--- config.mk ---
export PLATFORM = sky130hd
export DESIGN_NAME = pwm_period_chan
export DESIGN_NICKNAME = d
export VERILOG_FILES = /design/src/rtl/pwm_period_pkg.sv /design/src/rtl/pwm_lin_div.sv /design/src/rtl/pwm_clk_sel.sv /design/src/rtl/pwm_period_gate.sv /design/src/rtl/pwm_wave_cnt.sv /design/src/rtl/pwm_period_chan.sv
export SDC_FILE = /design/constraint.sdc
export NUM_CORES = 1
export LEC_CHECK = 0
export BUFFER_PORTS_ARGS = -buffer_cell sky130_fd_sc_hd__buf_2
export CELL_PAD_IN_SITES_DETAIL_PLACEMENT = 0
export CELL_PAD_IN_SITES_GLOBAL_PLACEMENT = 1
export CORE_MARGIN = 8
export CORE_UTILIZATION = 40
export CTS_CLUSTER_SIZE = 20
export DETAILED_ROUTE_END_ITERATION = 7
export PLACE_DENSITY = 0.86
export SLEW_MARGIN = 20
export SYNTH_ARGS = -nofsm -noshare
export SYNTH_HDL_FRONTEND = slang
export SYNTH_HIERARCHICAL = 1
export SYNTH_SLANG_ARGS = --single-unit
--- constraint.sdc ---
create_clock -name clk -period 11 [get_ports clk]
set_input_delay 1.1 -clock clk [delete_from_list [all_inputs] [get_ports clk]]
set_output_delay 1.1 -clock clk [all_outputs]
set_load 0.02 [all_outputs]
--- src/rtl/pwm_period_pkg.sv ---
package pwm_period_pkg;

    localparam int PWM_CNT_W    = 16;
    localparam int PWM_DIV_W    = 8;
    localparam int PWM_PRE_TAPS = 11;
    localparam int PWM_BUS_W    = 32;

    typedef enum logic {
        DIR_UP   = 1'b0,
        DIR_DOWN = 1'b1
    } pwm_dir_e;

endpackage

--- src/rtl/pwm_lin_div.sv ---
module pwm_lin_div #(
    parameter int DIV_W = pwm_period_pkg::PWM_DIV_W
) (
    input  logic             clk,
    input  logic             rst_n,
    input  logic [DIV_W-1:0] div_val,
    output logic             tick
);

    typedef struct packed {
        logic [DIV_W-1:0] cnt;
    } div_state_t;

    div_state_t st_d, st_q;

    always_comb begin
        st_d = st_q;
        tick = 1'b0;
        if (div_val == '0) begin
            st_d.cnt = '0;
        end else if (st_q.cnt >= div_val - DIV_W'(1)) begin
            tick     = 1'b1;
            st_d.cnt = '0;
        end else begin
            st_d.cnt = st_q.cnt + DIV_W'(1);
        end
    end

    always_ff @(posedge clk or negedge rst_n) begin
        if (!rst_n) begin
            st_q <= '0;
        end else begin
            st_q <= st_d;
        end
    end

endmodule

--- src/rtl/pwm_clk_sel.sv ---
module pwm_clk_sel #(
    parameter int PRE_TAPS = pwm_period_pkg::PWM_PRE_TAPS,
    parameter int DIV_W    = pwm_period_pkg::PWM_DIV_W,
    parameter int SEL_W    = $clog2(PRE_TAPS + 2)
) (
    input  logic             clk,
    input  logic             rst_n,
    input  logic [SEL_W-1:0] clk_sel,
    input  logic [DIV_W-1:0] div_a,
    input  logic [DIV_W-1:0] div_b,
    output logic             tick
);

    localparam int PRE_W = (PRE_TAPS > 1) ? PRE_TAPS - 1 : 1;
    localparam logic [SEL_W-1:0] SEL_A = SEL_W'(PRE_TAPS);
    localparam logic [SEL_W-1:0] SEL_B = SEL_W'(PRE_TAPS + 1);

    typedef struct packed {
        logic [PRE_W-1:0] pre;
    } pre_state_t;

    pre_state_t st_d, st_q;
    logic [PRE_TAPS-1:0] tap;
    logic [1:0]          lin_tick;
    logic [DIV_W-1:0]    lin_val [2];

    assign lin_val[0] = div_a;
    assign lin_val[1] = div_b;

    // Tap k fires once every 2^k clocks: when the low k bits of the free counter are all ones.
    for (genvar k = 0; k < PRE_TAPS; k++) begin : g_tap
        if (k == 0) begin : g_pass
            assign tap[k] = 1'b1;
        end else begin : g_div
            assign tap[k] = &st_q.pre[k-1:0];
        end
    end

    for (genvar d = 0; d < 2; d++) begin : g_lin
        pwm_lin_div #(
            .DIV_W(DIV_W)
        ) i_div (
            .clk    (clk),
            .rst_n  (rst_n),
            .div_val(lin_val[d]),
            .tick   (lin_tick[d])
        );
    end

    always_comb begin
        st_d     = st_q;
        st_d.pre = st_q.pre + PRE_W'(1);
        tick     = 1'b0;
        for (int k = 0; k < PRE_TAPS; k++) begin
            if (clk_sel == SEL_W'(k)) begin
                tick = tap[k];
            end
        end
        if (clk_sel == SEL_A) begin
            tick = lin_tick[0];
        end else if (clk_sel == SEL_B) begin
            tick = lin_tick[1];
        end
    end

    always_ff @(posedge clk or negedge rst_n) begin
        if (!rst_n) begin
            st_q <= '0;
        end else begin
            st_q <= st_d;
        end
    end

endmodule

--- src/rtl/pwm_period_gate.sv ---
module pwm_period_gate #(
    parameter int CNT_W = pwm_period_pkg::PWM_CNT_W,
    parameter int BUS_W = pwm_period_pkg::PWM_BUS_W
) (
    input  logic             clk,
    input  logic             rst_n,
    input  logic             upd_we,
    input  logic [BUS_W-1:0] upd_data,
    input  logic             wp_sw,
    input  logic             wp_hw,
    input  logic             sts_rd,
    output logic [CNT_W-1:0] shadow,
    output logic             wp_err
);

    typedef struct packed {
        logic [CNT_W-1:0] shadow;
        logic             err;
    } gate_state_t;

    gate_state_t st_d, st_q;
    logic        blocked;
    logic        accepted;
    logic        unused_hi;

    assign unused_hi = ^upd_data[BUS_W-1:CNT_W];

    always_comb begin
        st_d     = st_q;
        blocked  = upd_we && (wp_sw || wp_hw);
        accepted = upd_we && !wp_sw && !wp_hw;
        if (accepted) begin
            st_d.shadow = upd_data[CNT_W-1:0];
        end
        // A new violation takes priority over a clearing status read.
        st_d.err = (st_q.err && !sts_rd) || blocked;
    end

    always_ff @(posedge clk or negedge rst_n) begin
        if (!rst_n) begin
            st_q <= '0;
        end else begin
            st_q <= st_d;
        end
    end

    assign shadow = st_q.shadow;
    assign wp_err = st_q.err;

endmodule

--- src/rtl/pwm_wave_cnt.sv ---
module pwm_wave_cnt #(
    parameter int CNT_W = pwm_period_pkg::PWM_CNT_W
) (
    input  logic             clk,
    input  logic             rst_n,
    input  logic             tick,
    input  logic             center_mode,
    input  logic [CNT_W-1:0] duty,
    input  logic [CNT_W-1:0] shadow,
    output logic [CNT_W-1:0] cnt,
    output logic [CNT_W-1:0] period,
    output logic             pwm
);

    import pwm_period_pkg::*;

    typedef struct packed {
        logic [CNT_W-1:0] cnt;
        logic [CNT_W-1:0] prd;
        pwm_dir_e         dir;
    } wave_state_t;

    wave_state_t st_d, st_q;
    logic        boundary;

    always_comb begin
        st_d     = st_q;
        boundary = 1'b0;
        if (tick) begin
            if (st_q.prd == '0) begin
                boundary = 1'b1;
            end else if (!center_mode) begin
                st_d.dir = DIR_UP;
                if (st_q.cnt >= st_q.prd - CNT_W'(1)) begin
                    boundary = 1'b1;
                end else begin
                    st_d.cnt = st_q.cnt + CNT_W'(1);
                end
            end else if (st_q.dir == DIR_UP) begin
                if (st_q.cnt >= st_q.prd) begin
                    st_d.dir = DIR_DOWN;
                    st_d.cnt = st_q.cnt - CNT_W'(1);
                end else begin
                    st_d.cnt = st_q.cnt + CNT_W'(1);
                    if (st_q.cnt + CNT_W'(1) == st_q.prd) begin
                        st_d.dir = DIR_DOWN;
                    end
                end
            end else begin
                if (st_q.cnt <= CNT_W'(1)) begin
                    boundary = 1'b1;
                end else begin
                    st_d.cnt = st_q.cnt - CNT_W'(1);
                end
            end
        end
        if (boundary) begin
            st_d.cnt = '0;
            st_d.dir = DIR_UP;
            st_d.prd = shadow;
        end
    end

    always_ff @(posedge clk or negedge rst_n) begin
        if (!rst_n) begin
            st_q <= '{cnt: '0, prd: '0, dir: DIR_UP};
        end else begin
            st_q <= st_d;
        end
    end

    assign cnt    = st_q.cnt;
    assign period = st_q.prd;
    assign pwm    = (st_q.prd != '0) && (st_q.cnt < duty);

endmodule

--- src/rtl/pwm_period_chan.sv ---
module pwm_period_chan #(
    parameter int CNT_W    = pwm_period_pkg::PWM_CNT_W,
    parameter int DIV_W    = pwm_period_pkg::PWM_DIV_W,
    parameter int PRE_TAPS = pwm_period_pkg::PWM_PRE_TAPS,
    parameter int BUS_W    = pwm_period_pkg::PWM_BUS_W,
    localparam int SEL_W   = $clog2(PRE_TAPS + 2)
) (
    input  logic             clk,
    input  logic             rst_n,
    input  logic [SEL_W-1:0] clk_sel,
    input  logic [DIV_W-1:0] div_a,
    input  logic [DIV_W-1:0] div_b,
    input  logic             center_mode,
    input  logic [CNT_W-1:0] duty,
    input  logic             upd_we,
    input  logic [BUS_W-1:0] upd_data,
    input  logic             wp_sw,
    input  logic             wp_hw,
    input  logic             sts_rd,
    output logic             pwm_out,
    output logic [CNT_W-1:0] cnt_out,
    output logic [CNT_W-1:0] period_out,
    output logic             wp_err
);

    logic             cnt_tick;
    logic [CNT_W-1:0] shadow_val;

    pwm_clk_sel #(
        .PRE_TAPS(PRE_TAPS),
        .DIV_W   (DIV_W),
        .SEL_W   (SEL_W)
    ) i_clk_sel (
        .clk    (clk),
        .rst_n  (rst_n),
        .clk_sel(clk_sel),
        .div_a  (div_a),
        .div_b  (div_b),
        .tick   (cnt_tick)
    );

    pwm_period_gate #(
        .CNT_W(CNT_W),
        .BUS_W(BUS_W)
    ) i_gate (
        .clk     (clk),
        .rst_n   (rst_n),
        .upd_we  (upd_we),
        .upd_data(upd_data),
        .wp_sw   (wp_sw),
        .wp_hw   (wp_hw),
        .sts_rd  (sts_rd),
        .shadow  (shadow_val),
        .wp_err  (wp_err)
    );

    pwm_wave_cnt #(
        .CNT_W(CNT_W)
    ) i_wave (
        .clk        (clk),
        .rst_n      (rst_n),
        .tick       (cnt_tick),
        .center_mode(center_mode),
        .duty       (duty),
        .shadow     (shadow_val),
        .cnt        (cnt_out),
        .period     (period_out),
        .pwm        (pwm_out)
    );

endmodule

==> results.json <==
{
  "worstRegToRegCells": 13,
  "port_buffers": 92,
  "holdWs_ps": 477,
  "wirelength_um": 16900,
  "whs_path_depth": 1,
  "grt_max_degree": 77,
  "ir_drop_uv": 122,
  "syn-num-nets": 907,
  "synth_cell_type_count": 79,
  "wl_per_cell_um": 16.4,
  "syn_to_final_growth_pct": 9.91,
  "num-nets-final": 950,
  "place.gp.congestion": 0.852,
  "clk_pin_slew_ps": 60,
  "layout_commonest_cell": "buf_2",
  "ant_nets": 0,
  "cts_hold_buf": 0,
  "cts_buffers": 9,
  "synthArstFlopShare_pct": 100,
  "dp_hpwl_um": 12700,
  "cp_max_fo": 19,
  "core-area_mm2": 0.0171,
  "synth_edf_count": 0,
  "fin_tns_setup_ps": 0,
  "required_ps": 11230,
  "fin_crit_sh_pct": 49.1,
  "start_util_pct": 40.4,
  "via_per_inst": 5.54,
  "power_density_mw_per_mm2": 242,
  "criticalPathCategory": "in2reg",
  "clkLatencyLatePin_ps": 350,
  "worst_pin_slew_ps": 861,
  "p_sw_uw": 858,
  "setup_viol": 0,
  "pwr-share-comb_pct": 51.8,
  "fp.dieW_um": 147,
  "layout.cells.non_filler": 1028,
  "seq_power_share_pct": 31.4,
  "slew_violations": 0,
  "grt_setup_unrepaired": "false",
  "clock_skew_ps": 11.6,
  "hold_path.class": "reg2reg",
  "avgSynthCellArea_um2": 9.15,
  "dp.cells": 1011,
  "drive_gt1_share_pct": 22.4,
  "run_status": "completed",
  "pwr-share-clk_pct": 16.8,
  "dieArea_mm2": 0.0217,
  "antenna_found_initial": 0,
  "num_rows": 48,
  "grt_pass1_wl_um": 28200,
  "root_buffer": "clkbuf_16",
  "cts_tree": "done",
  "postCtsSetupRepairBufs": 0,
  "cts.path.max_buffers": 2,
  "ys.warnings.count": 6,
  "arrival_ps": 5630,
  "utilization_pct": 44.4,
  "cts_resized": 0,
  "synthFlopType": "dfrtp_1",
  "yosysSeqAreaShare_pct": 27.5,
  "drc_errors": 0,
  "crit_path_end_kind": "flop",
  "maxCapViolCount": 0,
  "ys_seq_elements": 76,
  "grt_overflow": 0,
  "fp.dieH_um": 147,
  "globalRouteTotalUtil_pct": 15.8,
  "slew_headroom_pct": 42.4,
  "antennaDiodeCount": 0,
  "grt_pass1_vias": 5629,
  "crit_path_start_kind": "input pin",
  "io_pins": 109,
  "dr.pass1.iters": 5,
  "min_period_ps": 5400,
  "final_cell_mix": "91 x buf_2, 77 x ha_1, 76 x dfrtp_1",
  "switching_share_pct": 46.7,
  "fmax_ghz": 0.185,
  "vias": 5697,
  "leakage_uw": 0.00340,
  "clkSinkCount": 76,
  "hold_viol": 0,
  "internal_power_uw": 981,
  "synthesis.area_mm2": 0.00691,
  "drt_iter0_markers": 332,
  "synthCells": 755,
  "ctsHtreeMaxLevel": 3,
  "fillers": 1699
}
stage by stage:
| stage | area [µm²] | power (µW) | worst slack, ps |
|---|---|---|---|
| final | 7590 | 1840 | 5600 |
| after global placement | 7270 | 1510 | 5240 |
| after global routing | 7590 | 2010 | 5190 |
| after floorplan | 6910 | 1340 | 6410 |
| after detailed placement | 7270 | 1540 | 5230 |
| after CTS | 7570 | 1860 | 5580 |
cell type report:
| cell class | count | area, µm² | area share [%] |
|---|---|---|---|
| flip-flops and latches | 76 | 1900 | 25.0 |
| well taps | 225 | 282 | 3.71 |
| clock inverters | 7 | 80.1 | 1.05 |
| inverters | 59 | 221 | 2.92 |
| clock buffers | 9 | 225 | 2.97 |
| repair buffers | 97 | 512 | 6.74 |
| multi-input cells | 555 | 4370 | 57.6 |
registers in the layout, summed over array words and instances (netlist names):
| register | cells |
|---|---|
| i_clk_sel/g_lin.i_div/st_q | 16 |
| i_gate/shadow | 16 |
| i_wave/cnt | 16 |
| i_wave/period | 16 |
| i_clk_sel/st_q | 10 |
| i_gate/wp_err | 1 |
| i_wave/st_q | 1 |
metal layers:
metal,global-route usage (%),vias up,wire length (µm)
met4,6.88,0,361
met5,0,-,0
met1,20.2,2691,7630
met3,2.90,25,938
li1,-,2815,-
met2,25.5,166,7960
final timing paths:
kind | start | endpoint | slack (ps)
worst min register to register | i_clk_sel/st_q[9] | i_clk_sel/st_q[9] | 480
worst max-delay path | div_a[5] | i_wave/period[6] | 5600
max in group asynchronous | rst_n | i_gate/shadow[3] | 9660
worst min-delay path | i_clk_sel/st_q[9] | i_clk_sel/st_q[9] | 480
worst max register to register | i_wave/period[4] | i_wave/period[6] | 6260
min in group asynchronous | rst_n | i_clk_sel/g_lin[0].i_div/st_q[5] | 760
logic make-up after synthesis:
group                    after synthesis  share of synthesized area (%)
AND/OR/NAND/NOR                      253                           20.7
AO/OA/AOI/OAI                        130                           14.8
buffers and inverters                124                           9.29
adder cells (fa/ha/maj)               77                           13.9
flip-flops                            76                           27.5
XOR/XNOR                              62                           7.86
multiplexers                          33                           5.85
cell usage after synthesis (8+ instances only):
master	count	area share, %
o221ai_1	11	1.4
mux2_2	23	3.7
nand4_1	13	1.2
nand3_1	45	3.3
inv_1	57	3.1
a211oi_1	10	1.1
o2111ai_1	14	1.8
nand2_1	35	1.9
and3_1	14	1.3
mux2_4	9	2.0
xnor2_1	46	5.8
ha_1	77	14
buf_4	32	3.5
o21ai_0	18	1.3
or2_2	11	1.0
a21o_1	8	0.87
nor4_1	13	1.2
xor2_1	16	2.0
nor2_1	38	2.1
dfrtp_1	76	28
nor3_1	35	2.5
clkbuf_1	19	1.0
a21oi_1	19	1.4
power by group through the flow:
| stage | combinational (µW) | clock [µW] | sequential, µW |
|---|---|---|---|
| final | 952 | 309 | 578 |
| after CTS | 960 | 320 | 579 |
| after floorplan | 869 | 0 | 468 |
| after detailed placement | 952 | 0 | 584 |
| after global routing | 1080 | 329 | 602 |
| after global placement | 931 | 0 | 580 |
critical path: stages:
cell and delay (ps):
buf_2 110, nor2_1 140, nand2_1 130, nor4_1 250
xnor2_1 100, ha_1 320, nand4_1 140, o31ai_4 470
nor2b_1 230, inv_1 50, o31ai_1 210, o21ai_0 100
a22oi_1 160, buf_4 310, clkinv_1 510, a21oi_4 860
mux2_2 410
Note: power is estimated with default switching activity, not from simulation.
